===== config.mk =====
export PLATFORM = sky130hd
export DESIGN_NAME = meminit_seq
export DESIGN_NICKNAME = d
export VERILOG_FILES = /design/src/rtl/meminit_pkg.sv /design/src/rtl/meminit_check_gen.sv /design/src/rtl/meminit_pick.sv /design/src/rtl/meminit_seq.sv
export SDC_FILE = /design/constraint.sdc
export NUM_CORES = 1
export LEC_CHECK = 0
export ABC_CLOCK_PERIOD_IN_PS = 2300
export BUFFER_PORTS_ARGS = -buffer_cell sky130_fd_sc_hd__buf_2
export CAP_MARGIN = 30
export CORE_UTILIZATION = 39
export CTS_BUF_LIST = sky130_fd_sc_hd__clkbuf_4 sky130_fd_sc_hd__clkbuf_8
export DETAILED_ROUTE_END_ITERATION = 8
export GPL_TIMING_DRIVEN = 0
export HOLD_SLACK_MARGIN = 0.12
export PLACE_DENSITY = 0.74
export SYNTH_ARGS = -nofsm -noshare
export SYNTH_HDL_FRONTEND = slang
export SYNTH_SLANG_ARGS = --single-unit

===== constraint.sdc =====
create_clock -name clk -period 2.3 [get_ports clk]
set_clock_uncertainty 0.15 [all_clocks]
set_input_delay 0.115 -clock clk [delete_from_list [all_inputs] [get_ports clk]]
set_output_delay 0.115 -clock clk [all_outputs]
set_load 0.02 [all_outputs]

===== src/rtl/meminit_pkg.sv =====
package meminit_pkg;
    localparam int NUM_MEM = 6;
    localparam int NUM_SEL = 5;
    localparam int NUM_SC  = 2;
    localparam int DATA_W  = 32;
    localparam int CHK_W   = 7;
    localparam int ADDR_W  = 8;
    localparam int IDX_W   = $clog2(NUM_MEM + 1);
    localparam int KEY_W   = 4;

    typedef enum logic [1:0] {SCH_EVEN, SCH_ODD, SCH_SECDED} scheme_e;

    localparam int unsigned MEM_DEPTH [NUM_MEM] = '{64, 128, 64, 256, 64, 128};
    localparam scheme_e MEM_SCHEME [NUM_MEM] =
        '{SCH_SECDED, SCH_SECDED, SCH_EVEN, SCH_ODD, SCH_EVEN, SCH_ODD};
    // owner slot of a self-clearing memory, -1 when the memory has none
    localparam int MEM_SC_SLOT [NUM_MEM] = '{-1, -1, -1, -1, 0, 1};

    localparam logic [KEY_W-1:0] INIT_KEY = 4'hA;
    localparam logic [1:0] RA_CTRL   = 2'd0;
    localparam logic [1:0] RA_SEL    = 2'd1;
    localparam logic [1:0] RA_BANK   = 2'd2;
    localparam logic [1:0] RA_STATUS = 2'd3;

    typedef struct packed {
        logic               busy;
        logic               done;
        logic [IDX_W-1:0]   cur;
        logic [ADDR_W-1:0]  addr;
        logic [KEY_W-1:0]   ctrl;
        logic [NUM_SEL-1:0] sel;
        logic [1:0]         bank;
    } state_t;
endpackage


===== src/rtl/meminit_check_gen.sv =====
module meminit_check_gen
    import meminit_pkg::*;
#(
    parameter int DW = DATA_W,
    parameter int CW = CHK_W
) (
    input  scheme_e        scheme,
    input  logic [DW-1:0]  data,
    output logic [CW-1:0]  check
);
    localparam int NB = DW / 8;

    logic [NB-1:0] byte_par;
    logic [CW-1:0] ecc;

    always_comb begin
        for (int b = 0; b < NB; b++) begin
            byte_par[b] = ^data[b*8 +: 8];
        end
    end

    // Hamming over positions that are not powers of two, overall parity on top
    always_comb begin
        int pos;
        ecc = '0;
        pos = 1;
        for (int k = 0; k < DW; k++) begin
            pos = pos + 1;
            while ((pos & (pos - 1)) == 0) pos = pos + 1;
            for (int j = 0; j < CW - 1; j++) begin
                if (((pos >> j) & 1) == 1) ecc[j] = ecc[j] ^ data[k];
            end
        end
        ecc[CW-1] = (^data) ^ (^ecc[CW-2:0]);
    end

    always_comb begin
        unique case (scheme)
            SCH_EVEN:   check = {{(CW-NB){1'b0}}, byte_par};
            SCH_ODD:    check = {{(CW-NB){1'b0}}, ~byte_par};
            default:    check = ecc;
        endcase
    end
endmodule


===== src/rtl/meminit_pick.sv =====
module meminit_pick #(
    parameter int N  = 6,
    parameter int IW = 3
) (
    input  logic [N-1:0]  mask,
    input  logic [IW-1:0] from,
    output logic          found,
    output logic [IW-1:0] idx
);
    // lowest set bit of mask at or above index "from"
    always_comb begin
        found = 1'b0;
        idx   = '0;
        for (int i = N - 1; i >= 0; i--) begin
            if (mask[i] && (i >= int'(from))) begin
                found = 1'b1;
                idx   = IW'(i);
            end
        end
    end
endmodule


===== src/rtl/meminit_seq.sv =====
module meminit_seq
    import meminit_pkg::*;
(
    input  logic                 clk,
    input  logic                 rst_n,
    input  logic                 reg_we,
    input  logic [1:0]           reg_addr,
    input  logic [31:0]          reg_wdata,
    output logic [31:0]          reg_rdata,
    input  logic [NUM_SC-1:0]    sc_out_of_reset,
    input  logic [NUM_SC-1:0]    sc_busy,
    output logic [NUM_MEM-1:0]   mem_we,
    output logic [ADDR_W-1:0]    mem_addr,
    output logic [DATA_W-1:0]    mem_wdata,
    output logic [CHK_W-1:0]     mem_wcheck,
    output logic                 busy,
    output logic                 done
);
    state_t s_q, s_d;

    logic [NUM_MEM-1:0] mem_en;
    logic [NUM_MEM-1:0] mem_ready;
    logic [NUM_MEM-1:0] at_last;
    logic               first_found, next_found;
    logic [IDX_W-1:0]   first_idx, next_idx;
    logic               key_hit;
    logic               cur_ready, cur_last;
    scheme_e            cur_scheme;

    // effective enable, readiness and end-of-memory per memory
    for (genvar i = 0; i < NUM_MEM; i++) begin : g_mem
        if (i < 2) begin : g_bank
            assign mem_en[i] = s_q.sel[0] & s_q.bank[i];
        end else begin : g_plain
            assign mem_en[i] = s_q.sel[i-1];
        end
        if (MEM_SC_SLOT[i] >= 0) begin : g_sc
            assign mem_ready[i] = sc_out_of_reset[MEM_SC_SLOT[i]] & ~sc_busy[MEM_SC_SLOT[i]];
        end else begin : g_nsc
            assign mem_ready[i] = 1'b1;
        end
        assign at_last[i] = (s_q.addr == ADDR_W'(MEM_DEPTH[i] - 1));
        assign mem_we[i]  = s_q.busy && (s_q.cur == IDX_W'(i)) && mem_ready[i];
    end

    meminit_pick #(.N(NUM_MEM), .IW(IDX_W)) u_pick_first (
        .mask(mem_en), .from('0), .found(first_found), .idx(first_idx)
    );
    meminit_pick #(.N(NUM_MEM), .IW(IDX_W)) u_pick_next (
        .mask(mem_en), .from(s_q.cur + 1'b1), .found(next_found), .idx(next_idx)
    );

    always_comb begin
        cur_ready  = 1'b0;
        cur_last   = 1'b0;
        cur_scheme = SCH_EVEN;
        for (int i = 0; i < NUM_MEM; i++) begin
            if (s_q.cur == IDX_W'(i)) begin
                cur_ready  = mem_ready[i];
                cur_last   = at_last[i];
                cur_scheme = MEM_SCHEME[i];
            end
        end
    end

    meminit_check_gen #(.DW(DATA_W), .CW(CHK_W)) u_check (
        .scheme(cur_scheme), .data(mem_wdata), .check(mem_wcheck)
    );

    assign key_hit = reg_we && (reg_addr == RA_CTRL) && (reg_wdata[KEY_W-1:0] == INIT_KEY);

    always_comb begin
        s_d = s_q;
        if (reg_we && !s_q.busy) begin
            unique case (reg_addr)
                RA_CTRL: s_d.ctrl = reg_wdata[KEY_W-1:0];
                RA_SEL:  s_d.sel  = reg_wdata[NUM_SEL-1:0];
                RA_BANK: s_d.bank = reg_wdata[1:0];
                default: ;
            endcase
        end
        if (key_hit && !s_q.busy) begin
            s_d.addr = '0;
            s_d.cur  = first_idx;
            s_d.busy = first_found;
            s_d.done = !first_found;
        end else if (s_q.busy && cur_ready) begin
            if (!cur_last) begin
                s_d.addr = s_q.addr + 1'b1;
            end else if (next_found) begin
                s_d.cur  = next_idx;
                s_d.addr = '0;
            end else begin
                s_d.busy = 1'b0;
                s_d.done = 1'b1;
            end
        end
    end

    always_ff @(posedge clk or negedge rst_n) begin
        if (!rst_n) s_q <= '0;
        else        s_q <= s_d;
    end

    always_comb begin
        unique case (reg_addr)
            RA_CTRL: reg_rdata = {{(32-KEY_W){1'b0}}, s_q.ctrl};
            RA_SEL:  reg_rdata = {{(32-NUM_SEL){1'b0}}, s_q.sel};
            RA_BANK: reg_rdata = {30'b0, s_q.bank};
            default: reg_rdata = {30'b0, s_q.done, s_q.busy};
        endcase
    end

    assign mem_addr  = s_q.addr;
    assign mem_wdata = '0;
    assign busy      = s_q.busy;
    assign done      = s_q.done;
endmodule


Yosys cells after proc, flatten, opt, wreduce, memory -nomap -nowiden --
Index checks and enable logic that the tools add are counted.
Word-level totals: register bits 24, input port bits 41, output and inout bits 87, logic and storage cells 117
Operators by class: add/subtract/negate cells 2, order comparisons 6, eq/ne operators 14, multiplexer cells 50, bitwise gates (word level) 6, reduce and logical (&&, ||, !) cells 32
Operator list (count):
- $mux 3 | 12
- $mux 13 | 2
- $mux 1 | 24
- $logic_and 1x1->1 | 19
- $pmux 5 s3 | 1
- $mux 2 | 7
- $mux 11 | 1
- $add 8x1->8 const B | 1
- $eq 8x6->1 const B | 1
- $eq 8x7->1 const B | 1
- $eq 8x8->1 const B | 1
- $mux 8 | 1
- $reduce_and 2->1 | 4
- $eq 3x2->1 const B | 2
- $eq 3x3->1 const B | 2
- $ge 1x3->1 const A | 2
- $ge 2x3->1 const A | 2
- $ge 3x3->1 const A | 2
- $reduce_and 3->1 | 2
- $reduce_bool 2->1 | 3
- $mux 5 | 1
- $and 1x1->1 | 4
- $eq 2x1->1 const B | 2
- $eq 4x4->1 const B | 1
- 10 further kinds | 12

Depth between registers and ports, before layout --
Gate-level depths: netlist of run 1.
depth in word-level cells 13, mapped depth 9, gate-level depth less buffers 7

Hierarchy --
A second synthesis of run 1 with hierarchy kept.
Second synthesis, totals: cell total of the unflattened synthesis 334, area, all modules 3078.0 um2
By module, submodules not included:
- meminit_seq | instances 1, cells each 211, area each 2020.7 um2, sequential area each 600.6 um2
- meminit_check_gen | instances 1, cells each 79, area each 769.5 um2, sequential area each 0.0 um2
- meminit_pick | instances 2, cells each 22, area each 143.9 um2, sequential area each 0.0 um2

Worst setup path after synthesis of run 1 --
No wires, ideal clock.
path kind register -> register, start register s_q[19] (netlist name), end register s_q[20] (netlist name), library setup time 0.125 ns, arrival time 2.286 ns, required time 2.025 ns, path slack -0.261 ns, cell stages (with the launch flop) 9, path buffers 1, period minus slack after synthesis 2.561 ns, cells stage by stage dfrtp_1 ha_1 ha_1 clkbuf_1 nor4_1 a211o_1 nand4_1 a31oi_4 mux2_4
Between the ends: cells in the longest elaborated chain, start to end 12, elaborated cells between the ends (all ways) 51, those cells by class add/sub (1); order compare (6); eq/ne (5); mux (27); reduce/logical (12)
Ends and longest elaborated chain:
- start: declaration | RTL line meminit_seq.sv:19 | state_t s_q, s_d;
- start signal: assignment | RTL line meminit_seq.sv:101 | if (!rst_n) s_q <= '0;
- start signal: assignment | RTL line meminit_seq.sv:102 | else s_q <= s_d;
- $add 3x1->3 | RTL line meminit_seq.sv:50 | .mask(mem_en), .from(s_q.cur + 1'b1), .found(next_found), .idx(next_idx)
- $ge 3x3->1 | RTL line meminit_pick.sv:15 | if (mask[i] && (i >= int'(from))) begin
- $logic_and 1x1->1 | RTL line meminit_pick.sv:15
- $mux 3 (5 in series) | RTL line meminit_pick.sv:15
- $mux 11 | RTL line meminit_seq.sv:90 | end else if (next_found) begin
- $mux 5 | RTL line meminit_seq.sv:88 | if (!cur_last) begin
- $mux 13 | RTL line meminit_seq.sv:87 | end else if (s_q.busy && cur_ready) begin
- $mux 13 | RTL line meminit_seq.sv:82 | if (key_hit && !s_q.busy) begin
Parallel ways exist; a longest one is shown, timed or not. The select of a mux whose other input is x is not followed. A chain may end at the register's enable or synchronous reset.

Worst setup path after layout of run 1 --
Same ends and word-level chain as after synthesis.

==> results.md, run 1 <==
- Status: finished with violations
- Failing checks: negative setup slack
- Leakage power: 1.64 nW
- Maximum buffer depth of the clock tree: 2
- Met1 Use GR: 0.175
- Most common cell after layout, fill and taps aside: buf_4
- First DRT Iteration DRCs: 75
- RSZ-0062 raised after global routing: yes
- GRT busiest layer: met2
- Post-synth EDFFs: 0
- Max_slew headroom: 0.635
- Placed cell areas: 0.00287 mm²
- Ant. Diodes: 0
- Remaining Overflow, GRT: 0
- Post-Syn Area: 0.00233 mm²
- DR pass1 iterations: 4
- Core region area: 0.00564 mm²
- Count of cell types in the netlist: 58
- TritonCTS clock tree: done
- Worst-Skew Late Latency: 0.27 ns
- Tot Pwr: 2.19 mW
- Crit path max fanout: 7
- Main flop type after synthesis: dfrtp_1
- Chip Height: 79.2 µm
- Max Cap Viol: 0
- Most frequent CP cell: ha_4
- Routed WL: 4840 µm
- Crit path cell chain: ha_4, ha_4, nor4b_4, a311oi_2, or2_1, buf_6, a31oi_4, mux2_4
- VDD IR max: 0.000421 V
- FMAX: 0.432 GHz
- Global Route Usage Sum: 0.157
- Antenna violations before repair: 0
- Worst Path Required: 2.31 ns
- Root buffer cell: clkbuf_8
- Final Util: 0.566
- Layout area overhead: 37.3%
- CP top delay family: flip-flops
- NumNets Final: 422
- Synth Warn #: 0
- Die width: 79.2 µm
- I/O pin cnt: 128
- Largest net degree at the start of global routing: 25
- Slowest stage delay, CP: 0.47 ns
- Row count: 27
- Antenna-violating nets left: 0
- FF+latch count, synth: 24
- Initial cell density of the core: 0.412
- HP Class: input port to register
- Final instance area: 0.00319 mm²
- Final min period: 2.31 ns
- DR DRC count: 0
- PD cells: 686 mW/mm²
- Setup ws final: -0.0126 ns
- Worst path slowest cell: dfrtp_2
- Most frequent cells in the layout: buf_4, conb_1, buf_2, dfrtp_1, nor2_1
- Setup crit start kind: register
- First-pass GRT wire length: 7850 µm
- Syn avg cell area: 9.16 µm²
- I/O Buffers: 36
- CTS sink cnt: 24
- Final Hold Fails: 0
- Met2 GRT Util: 0.295
- Crit path arrival time: 2.32 ns
- Die area: 0.00628 mm²
- Final Setup Violations: 1
- Share of cells above drive strength 1: 0.477
- Post-synthesis sequential area ratio: 0.258
- Buf+Inv Stages, Crit Path: 1
- Routed len/inst: 10.9 µm
- Inserted Clock Buffers: 3
- Routability cong.: 0.799
- Fraction of registers with async set/reset: 1.00
- Period utilization: 1.01
- Slew at the pin with the worst max-slew slack: 0.548 ns
- M3 GR Usage: 0.0345
- CP Capture Type: register
- H-tree Lvls: 1
- WS Path Type: register to register
- Vias in the first global route: 1802
- Dpl ws: -0.262 ns
- Via/cell ratio: 4.45
- HPWL after detailed placement: 3620 µm
- Clk slew on worst S/H paths: 0.09 ns
- Cell count after synthesis: 254
- Pins Over Slew Limit: 0
- Routed vias: 1979
==> through the flow <==
stage	TNS [ns]	instances	hold WS, ns
floorplan	-0.0139	315	-0.331
global placement	-1.52	423	-0.0232
detailed placement	-2.32	423	-0.0175
CTS	-0.0122	437	0.122
global route	-0.204	445	0.125
finish	-0.0126	445	0.120
==> final timing paths <==
check	cells past startpoint	endpoint	slack [ns]	start
setup / recovery	8	s_q[20]$_DFFE_PN0P_	-0.01	s_q[19]$_DFFE_PN0P_
hold / removal	3	s_q[8]$_DFFE_PN0P_	0.12	reg_addr[1]
setup reg to reg	8	s_q[20]$_DFFE_PN0P_	-0.01	s_q[19]$_DFFE_PN0P_
hold reg to reg	1	s_q[7]$_DFFE_PN0P_	0.36	s_q[7]$_DFFE_PN0P_
max in group asynchronous	2	s_q[20]$_DFFE_PN0P_	1.40	rst_n
min in group asynchronous	2	mem_en[4]$_DFFE_PN0P_	0.21	rst_n
==> worst register-to-register path, stage by stage, from the launching register on <==
cell	delay (ns)
dfrtp_2	0.47
ha_4	0.19
ha_4	0.18
nor4b_4	0.22
a311oi_2	0.08
or2_1	0.24
buf_6	0.13
a31oi_4	0.24
mux2_4	0.32
==> power breakdown <==
| part | leakage (nW) | internal, mW | switching [mW] | total [mW] |
|---|---|---|---|---|
| Clock | 0.0288 | 0.153 | 0.140 | 0.293 |
| Sequential | 0.270 | 0.515 | 0.138 | 0.653 |
| Combinational | 1.35 | 0.603 | 0.643 | 1.25 |
| Total | 1.64 | 1.27 | 0.921 | 2.19 |
==> registers in the layout, summed over array words and instances (netlist names) <==
register / cells
mem_en: 4
busy: 1
done: 1
s_q: 10
mem_addr: 8
==> layout make-up <==
cell class              instances  area [µm²]
flip-flops and latches         24         603
multi-input cells             197        1440
fillers                       500        2450
inverters                      13        48.8
well taps                      72        90.1
clock buffers                   4        55.1
plain buffers                  79         608
repair buffers                 56         353
==> cells by family (layout without fill, tap and decap cells) <==
family	count (synthesis)	in the layout	synth area share
mux	19	19	0.102
flops	24	24	0.258
compound gates	41	41	0.148
other cells	1	62	0.00161
simple gates	68	68	0.169
fa+ha+maj	7	7	0.0377
buf+inv	94	152	0.283
==> per-layer routing <==
| layer | vias up | wire, µm | part of all wire |
|---|---|---|---|
| met5 | - | 0 | 0 |
| met2 | 64 | 2550 | 0.53 |
| met4 | 0 | 53 | 0.011 |
| met3 | 6 | 211 | 0.044 |
| li1 | 999 | - | - |
| met1 | 910 | 2030 | 0.42 |
==> what timing repair did <==
item                                   CTS  global route
hold buffers                             6             0
pin swaps                                6             8
gates resized for setup                  8            19
endpoints found under the hold margin   35             0
setup endpoints to repair               13            11
gates cloned                             0             0
setup buffers                            6             8
==> Yosys cell counts, types with 2 or more instances <==
| library cell | count | area, µm² |
|---|---|---|
| o221ai_1 | 4 | 35.0 |
| o21ai_0 | 6 | 30.0 |
| a21oi_1 | 2 | 10.0 |
| buf_4 | 73 | 548 |
| and4bb_2 | 2 | 25.0 |
| or3_1 | 3 | 18.8 |
| ha_1 | 7 | 87.6 |
| a31oi_1 | 3 | 18.8 |
| a211o_1 | 2 | 17.5 |
| nand2_1 | 12 | 45.0 |
| and2_1 | 5 | 31.3 |
| nand3_1 | 7 | 35.0 |
| nor2_1 | 12 | 45.0 |
| o21bai_1 | 2 | 15.0 |
| mux2_2 | 11 | 124 |
| a31o_2 | 2 | 17.5 |
| buf_6 | 4 | 45.0 |
| mux2i_1 | 5 | 50.1 |
| clkbuf_1 | 3 | 11.3 |
| nor2b_1 | 3 | 18.8 |
| nor3_1 | 8 | 40.0 |
| nand2b_1 | 5 | 31.3 |
| o31ai_1 | 3 | 22.5 |
| inv_1 | 13 | 48.8 |
| dfrtp_1 | 24 | 601 |
No activity file was read; power rests on OpenSTA's default activity.
==> inputs of run 2 (changes only) <==
- ABC_AREA: unset -> 1
- CAP_MARGIN: 30 -> 10
- CTS_BUF_LIST: sky130_fd_sc_hd__clkbuf_4 sky130_fd_sc_hd__clkbuf_8 -> unset
==> run 2 against run 1 <==
The flow now finishes without violations. Die area is 0.42% lower. Non-clock buffer count down 16. Core utilization down 3.6 points. Setup slack gained 0.20 ns. Total power down 28%. Synthesized cell count is 31% higher. Final cell count grew 16%. Largest cell class unchanged. Largest power group unchanged.
==> results.md, run 2 <==
- Status: finished clean (was finished with violations)
- FMAX: 0.473 GHz (was 0.432 GHz)
- Leakage power: 1.86 nW (was 1.64 nW)
- Largest net degree at the start of global routing: 25 (unchanged)
- Top-count cell post-synth: nand2_1 (was buf_4)
- CP top delay family: adder cells (was flip-flops)
- R2r endpoint: mem_addr[0]$_DFFE_PN0P_ (was s_q[20]$_DFFE_PN0P_)
- Dpl ws: -0.0394 ns (was -0.262 ns)
- H-tree Lvls: 1 (unchanged)
- Crit path cell chain: ha_1, ha_4, inv_1, nand3_1, a21oi_2, nand3_2, o21ai_4, nand2_1, nand2_1 (was ha_4, ha_4, nor4b_4, a311oi_2, or2_1, buf_6, a31oi_4, mux2_4)
- Flop2flop setup slack: 0.19 ns (was -0.01 ns)
- Synth Warn #: 0 (unchanged)
- Worst Path Required: 2.36 ns (was 2.31 ns)
- Worst r2r path cells: 9 (was 8)
- Pins Over Slew Limit: 0 (unchanged)
- Synth top cells by count: nand2_1, buf_4, inv_1 (was buf_4, dfrtp_1, inv_1)
- Syn avg cell area: 6.98 µm² (was 9.16 µm²)
- Leading area contributor after synthesis: dfrtp_1 (unchanged)
- HPWL after detailed placement: 3670 µm (was 3620 µm)
- Die area: 0.00625 mm² (was 0.00628 mm²)
- Most common cell after layout, fill and taps aside: nand2_1 (was buf_4)
- Hold Path Depth: 5 (was 3)
- Die width: 79.1 µm (was 79.2 µm)
- Maximum buffer depth of the clock tree: 2 (unchanged)
- CP Capture Type: register (unchanged)
- Post-synth EDFFs: 0 (unchanged)
- Crit path arrival time: 2.18 ns (was 2.32 ns)
- Most frequent cells in the layout: nand2_1, buf_4, conb_1, buf_2, inv_1 (was buf_4, conb_1, buf_2, dfrtp_1, nor2_1)
- FF+latch count, synth: 24 (unchanged)
- NumNets Final: 492 (was 422)
- Antenna-violating nets left: 0 (unchanged)
- Setup ws final: 0.188 ns (was -0.0126 ns)
- Layout area overhead: 28.4% (was 37.3%)
- First DRT Iteration DRCs: 101 (was 75)
- Most frequent CP cell: nand2_1 (was ha_4)
- TritonCTS clock tree: done (unchanged)
- Buf+Inv Stages, Crit Path: 1 (unchanged)
- Root buffer cell: clkbuf_8 (unchanged)
- Via/cell ratio: 4.12 (was 4.45)
- Count of cell types in the netlist: 29 (was 58)
- Final Setup Violations: 0 (was 1)
- Initial cell density of the core: 0.413 (was 0.412)
- Final Hold Fails: 0 (unchanged)
- Fraction of registers with async set/reset: 1.00 (unchanged)
- Chip Height: 79.1 µm (was 79.2 µm)
- Routed vias: 2122 (was 1979)
- Global Route Usage Sum: 0.152 (was 0.157)
- Post-synthesis sequential area ratio: 0.259 (was 0.258)
- I/O pin cnt: 128 (unchanged)
- Post-Syn Area: 0.00232 mm² (was 0.00233 mm²)
- Max FFs per register: 10 (unchanged)
- Clk slew on worst S/H paths: 0.09 ns (about the same)
- Core region area: 0.00561 mm² (was 0.00564 mm²)
- Inserted Clock Buffers: 3 (unchanged)
- Vias in the first global route: 1728 (was 1802)
- Ant. Diodes: 0 (unchanged)
- PD cells: 534 mW/mm² (was 686 mW/mm²)
- Antenna violations before repair: 0 (unchanged)
- Slowest stage delay, CP: 0.45 ns (was 0.47 ns)
- Max_slew headroom: 0.628 (was 0.635)
- Cell count after synthesis: 332 (was 254)
- Worst-Skew Late Latency: 0.27 ns (about the same)
- Period utilization: 0.918 (was 1.01)
- DR pass1 iterations: 4 (unchanged)
- Setup crit start kind: register (unchanged)
- CTS sink cnt: 24 (unchanged)
- Worst Hold Endpoint: s_q[0]$_DFFE_PN0P_ (was s_q[8]$_DFFE_PN0P_)
- HP Class: input port to register (unchanged)
- Final min period: 2.11 ns (was 2.31 ns)
- Share of cells above drive strength 1: 0.327 (was 0.477)
- Max Cap Viol: 0 (unchanged)
- Worst path slowest cell: dfrtp_2 (unchanged)
- Slew at the pin with the worst max-slew slack: 0.558 ns (was 0.548 ns)
- Routability cong.: 0.860 (was 0.799)
- Routed len/inst: 8.99 µm (was 10.9 µm)
- WS Path Type: register to register (unchanged)
- Reg-to-Reg Start: s_q[19]$_DFFE_PN0P_ (unchanged)
- VDD IR max: 0.000389 V (was 0.000421 V)
- Routed WL: 4630 µm (was 4840 µm)
- I/O Buffers: 38 (was 36)
- Remaining Overflow, GRT: 0 (unchanged)
- First-pass GRT wire length: 7600 µm (was 7850 µm)
- DR DRC count: 0 (unchanged)
- Main flop type after synthesis: dfrtp_1 (unchanged)
- Row count: 27 (unchanged)
- Final Util: 0.530 (was 0.566)
- Worst hold start: reg_we (was reg_addr[1])
- RSZ-0062 raised after global routing: no (was yes)
- Crit path max fanout: 8 (was 7)
- Largest cells by area after synthesis: dfrtp_1, buf_4, nand2_1, inv_1, ha_1 (was dfrtp_1, buf_4, mux2_2, ha_1, mux2i_1)
- Share of the synthesized area in the top cell type: 0.259 (was 0.258)
- Biggest register: s_q (unchanged)
==> run 2: changes by cell type in the layout (fill, tap and decap cells not counted), moves of 8 or more <==
cell	change
buf_4	-10
inv_1	+18
mux2_2	-11
nand2_1	+88
nand3_1	+10
nand4_1	+8
o21ai_0	+10
==> run 2: worst reg2reg max path: cells and delay by family, from the launching register on <==
kind | cells | cell delay (ns)
adders and majority gates | 2 | 0.49
AOI/OAI and AO/OA | 2 | 0.47
DFF | 1 | 0.45
and+or+nand+nor | 4 | 0.40
buffers and inverters | 1 | 0.09
==> run 2: how the worst max path moves through the flow <==
stage                         from                       to  cells past startpoint
6_report       s_q[19]$_DFFE_PN0P_  mem_addr[0]$_DFFE_PN0P_                      9
5_1_grt        s_q[19]$_DFFE_PN0P_  mem_addr[7]$_DFFE_PN0P_                      9
4_1_cts        s_q[19]$_DFFE_PN0P_  mem_addr[0]$_DFFE_PN0P_                      9
3_5_place_dp   s_q[19]$_DFFE_PN0P_  mem_addr[0]$_DFFE_PN0P_                      9
3_3_place_gp   s_q[19]$_DFFE_PN0P_  mem_addr[3]$_DFFE_PN0P_                      9
2_1_floorplan  s_q[19]$_DFFE_PN0P_  mem_addr[3]$_DFFE_PN0P_                      9
==> run 2: logic make-up (layout without fill, tap and decap cells) <==
family	after synthesis	after routing	share of synthesized area
other cells	1	62	0.00162
buf+inv	107	157	0.292
xor+xnor	6	6	0.0227
flops	24	24	0.259
fa+ha+maj	7	7	0.0378
simple gates	162	162	0.323
compound gates	25	25	0.0638
==> run 2: area by class of cell <==
class / instances / area [µm²]
plain buffers: 73 / 548
clock buffers: 4 / 55.1
fillers: 561 / 2630
inverters: 34 / 128
multi-input cells: 262 / 1280
flip-flops and latches: 24 / 603
well taps: 72 / 90.1
repair buffers: 46 / 265
==> run 2: per-layer routing <==
metal,up-vias,part of all wire,GRT usage
met5,-,0,0
met4,0,0.014,0.0618
met3,6,0.088,0.0161
met2,87,0.44,0.264
met1,895,0.45,0.191
li1,1134,-,-
==> run 2: what timing repair did <==
item / in CTS / in global routing
setup buffers: 0 / 2
pin swaps: 0 / 3
endpoints found under the setup margin: 8 / 11
gates resized for setup: 1 / 3
hold buffers: 6 / 0
hold endpoints to repair: 35 / 0
==> run 2: where the power goes <==
part / total [mW] / internal, mW / leakage [nW] / switching [mW]
sequential: 0.574 / 0.492 / 0.308 / 0.0826
clock: 0.296 / 0.153 / 0.0288 / 0.143
combinational: 0.719 / 0.289 / 1.52 / 0.430
total: 1.59 / 0.934 / 1.86 / 0.655
==> run 2: metrics by stage <==
| step | hold slack (ns) | TNS (ns) | cell area (µm²) | std cells | power (mW) |
|---|---|---|---|---|---|
| floorplan | -0.331 | 0 | 2540 | 393 | 1.14 |
| CTS | 0.138 | 0 | 2940 | 513 | 1.59 |
| global route | 0.193 | 0 | 2970 | 515 | 1.71 |
| detailed placement | -0.0122 | -0.260 | 2830 | 503 | 1.28 |
| finish | 0.145 | 0 | 2970 | 515 | 1.59 |
| global placement | -0.0167 | -0.133 | 2830 | 503 | 1.27 |
==> inputs of run 3 (changes only) <==
- PLACE_DENSITY: 0.74 -> 0.67
- REMOVE_ABC_BUFFERS: unset -> 1
- SYNTH_HIERARCHICAL: unset -> 1
==> run 3 against run 2 <==
Final cell count grew 83%. Setup slack lost 0.14 ns. Maximum frequency shrank 6.1%. Largest cell class unchanged.
==> results.md, run 3 <==
- Crit path max fanout: 5 (was 8)
- Period utilization: 0.978 (was 0.918)
- Routed vias: 3706 (was 2122)
- Flop pwr share: 0.195 (was 0.362)
- Final Setup Violations: 0 (unchanged)
- I/O Buffers: 38 (unchanged)
- Routability cong.: 0.814 (was 0.860)
- DR DRC count: 0 (unchanged)
- Fillers: 1004 (was 561)
- Leakage power: 2.74 nW (was 1.86 nW)
- Cell count after synthesis: 650 (was 332)
- First-pass GRT wire length: 13200 µm (was 7600 µm)
- Reg-to-Reg Start: s_q[19]$_DFFE_PN0P_ (unchanged)
- Setup crit start kind: register (unchanged)
- Main flop type after synthesis: dfrtp_1 (unchanged)
- HP Class: input port to register (unchanged)
- Crit path arrival time: 2.28 ns (was 2.18 ns)
- Most frequent cells in the layout: nand2_1, conb_1, inv_1, nand3_1, buf_2 (was nand2_1, buf_4, conb_1, buf_2, inv_1)
- CP Capture Type: register (unchanged)
- TritonCTS clock tree: done (unchanged)
- Worst Path Required: 2.33 ns (was 2.36 ns)
- Post-synth EDFFs: 0 (unchanged)
- First DRT Iteration DRCs: 75 (was 101)
- Root buffer cell: clkbuf_8 (unchanged)
- Pins Over Slew Limit: 0 (unchanged)
- Die width: 101 µm (was 79.1 µm)
- Flop2flop setup slack: 0.05 ns (was 0.19 ns)
- DR pass1 iterations: 4 (unchanged)
- Routed WL: 7740 µm (was 4630 µm)
- Antenna-violating nets left: 0 (unchanged)
- Max FFs per register: 10 (unchanged)
- Synth Warn #: 6 (was 0)
- Global Route Usage Sum: 0.157 (was 0.152)
- Final instance area: 0.00465 mm² (was 0.00297 mm²)
- FMAX: 0.444 GHz (was 0.473 GHz)
- Status: finished clean (unchanged)
- Wl on met1: 3860 µm (was 2100 µm)
- PD cells: 769 mW/mm² (was 534 mW/mm²)
- Post-synthesis sequential area ratio: 0.156 (was 0.259)
- Inserted Clock Buffers: 3 (unchanged)
- Sum Neg Setup Slack: 0 ns (unchanged)
- Die area: 0.0102 mm² (was 0.00625 mm²)
- Top Layer Used: met4 (unchanged)
- Pint: 1.64 mW (was 0.934 mW)
- Combinational fraction of design power: 0.695 (was 0.452)
- Top-count cell post-synth: nand2_1 (unchanged)
- Max_slew headroom: 0.613 (was 0.628)
- Vias in the first global route: 3105 (was 1728)
- Chip Height: 101 µm (was 79.1 µm)
- Largest cells by area after synthesis: nand2_1, dfrtp_1, buf_4, inv_1, nand3_1 (was dfrtp_1, buf_4, nand2_1, inv_1, ha_1)
- Worst hold start: reg_addr[0] (was reg_we)
- Max Cap Viol: 0 (unchanged)
- Synth top cells by count: nand2_1, inv_1, buf_4 (was nand2_1, buf_4, inv_1)
- Slew at the pin with the worst max-slew slack: 0.580 ns (was 0.558 ns)
- Largest net degree at the start of global routing: 25 (unchanged)
- Switch share: 0.540 (was 0.412)
- Fraction of registers with async set/reset: 1.00 (unchanged)
- Row count: 35 (was 27)
- Layout area overhead: 21.0% (was 28.4%)
- NumNets Final: 863 (was 492)
- Clk slew on worst S/H paths: 0.10 ns (was 0.09 ns)
- VDD IR max: 0.000335 V (was 0.000389 V)
- Share of cells above drive strength 1: 0.134 (was 0.327)
- Final min period: 2.25 ns (was 2.11 ns)
- Maximum buffer depth of the clock tree: 2 (unchanged)
- Core region area: 0.00937 mm² (was 0.00561 mm²)
- Met2 routed wirelength: 3620 µm (was 2050 µm)
- Post-Syn Area: 0.00384 mm² (was 0.00232 mm²)
- Leading area contributor after synthesis: nand2_1 (was dfrtp_1)
- Clk pwr share: 0.109 (was 0.186)
- H-tree Lvls: 1 (unchanged)
- Psw: 1.93 mW (was 0.655 mW)
- Antenna violations before repair: 0 (unchanged)
- I/O pin cnt: 128 (unchanged)
- FF+latch count, synth: 24 (unchanged)
- HPWL after detailed placement: 6400 µm (was 3670 µm)
- Share of the synthesized area in the top cell type: 0.249 (was 0.259)
- CTS sink cnt: 24 (unchanged)
- Wire length on met3: 206 µm (was 407 µm)
- Final Hold Fails: 0 (unchanged)
- Initial cell density of the core: 0.410 (was 0.413)
- Most common cell after layout, fill and taps aside: nand2_1 (unchanged)
- Worst-Skew Late Latency: 0.28 ns (was 0.27 ns)
- Routed len/inst: 8.20 µm (was 8.99 µm)
- Remaining Overflow, GRT: 0 (unchanged)
- Ant. Diodes: 0 (unchanged)
- Biggest register: s_q (unchanged)
- RSZ-0062 raised after global routing: yes (was no)
- Syn avg cell area: 5.91 µm² (was 6.98 µm²)
- Count of cell types in the netlist: 36 (was 29)
- Via/cell ratio: 3.93 (was 4.12)
- Crit. Startpoint: s_q[19]$_DFFE_PN0P_ (unchanged)
- Placed cell areas: 0.00434 mm² (was 0.00283 mm²)
- WS Path Type: register to register (unchanged)
==> run 3: cell types whose count changed in the layout (fill, tap and decap cells not counted), moves of 5 or more <==
cell	delta
nand2_1	+150
conb_1	+119
buf_4	-70
inv_1	+52
nand3_1	+23
nor2_1	+20
nand2_2	+11
xnor2_1	+10
xor2_1	+10
a21oi_1	+8
nand3b_1	+7
nand3_4	+5
o21ai_1	+5
==> run 3: per-layer routing <==
metal  global-route usage  vias to the layer above
met5                    0                        -
met4               0.0201                        0
met3               0.0138                        7
met2                0.274                       63
met1                0.218                     1550
li1                     -                     2086
==> run 3: cells by family (layout without fill, tap and decap cells) <==
group / Yosys count / in the layout / share of synthesized area
adders and majority gates: 6 / 6 / 0.0195
AOI/OAI and AO/OA: 42 / 42 / 0.0629
DFF: 24 / 24 / 0.156
buffers and inverters: 160 / 144 / 0.226
and+or+nand+nor: 381 / 382 / 0.438
xor gates and xnor gates: 33 / 33 / 0.0890
muxes: 3 / 3 / 0.00782
other: 1 / 181 / 0.000977
==> run 3: repair_timing <==
item / in CTS / in global routing
hold endpoints to repair: 35 / 0
buffers inserted: 3 / 3
endpoints found under the setup margin: 12 / 17
resized for setup: 4 / 29
hold buffers: 6 / 0
cloned: 1 / 0
pin swaps: 2 / 11
==> run 3: final timing paths <==
kind | end | depth (start not counted)
setup / recovery | mem_addr[6]$_DFFE_PN0P_ | 14
hold / removal | s_q[0]$_DFFE_PN0P_ | 4
setup reg to reg | mem_addr[6]$_DFFE_PN0P_ | 14
hold reg to reg | s_q[7]$_DFFE_PN0P_ | 2
max in group asynchronous | s_q[21]$_DFFE_PN0P_ | 2
min in group asynchronous | mem_addr[4]$_DFFE_PN0P_ | 2
==> run 3: through the flow <==
stage	instances	total power, mW	util	worst slack (ns)	hold slack [ns]
finish	944	3.57	0.496	0.0500	0.144
global route	944	3.95	0.496	-0.0768	0.178
CTS	941	3.29	0.482	0.00217	0.142
detailed placement	927	2.84	0.463	-0.160	-0.00277
global placement	927	2.84	0.463	-0.145	-0.00924
floorplan	760	2.43	-	0.112	-0.331
==> run 3: power groups by stage <==
stage	Clock (mW)	Combinational, mW	Sequential (mW)
global route	0.405	2.83	0.719
CTS	0.396	2.20	0.695
detailed placement	0	2.14	0.705
global placement	0	2.13	0.705
floorplan	0	1.67	0.758
finish	0.391	2.48	0.698
==> run 3: cell type report <==
type,count,area (µm²),area share
multi-input cells,647,3170,0.681
flip-flops and latches,24,602,0.129
inverters,90,348,0.0748
repair buffers,50,299,0.0643
well taps,129,161,0.0347
clock buffers,3,41.3,0.00888
clock inverters,1,30.0,0.00646
==> run 3: critical path, cell delays in order, from the launching register on <==
cell     delay (ns)
dfrtp_1        0.42
ha_2           0.20
ha_4           0.27
inv_4          0.04
nor2_4         0.13
nand2_2        0.10
o21ai_4        0.18
nor2_2         0.06
nand2_2        0.09
nor2_4         0.06
buf_6          0.12
nand3_4        0.06
nand4_1        0.11
nor2_1         0.12
nor2_1         0.04
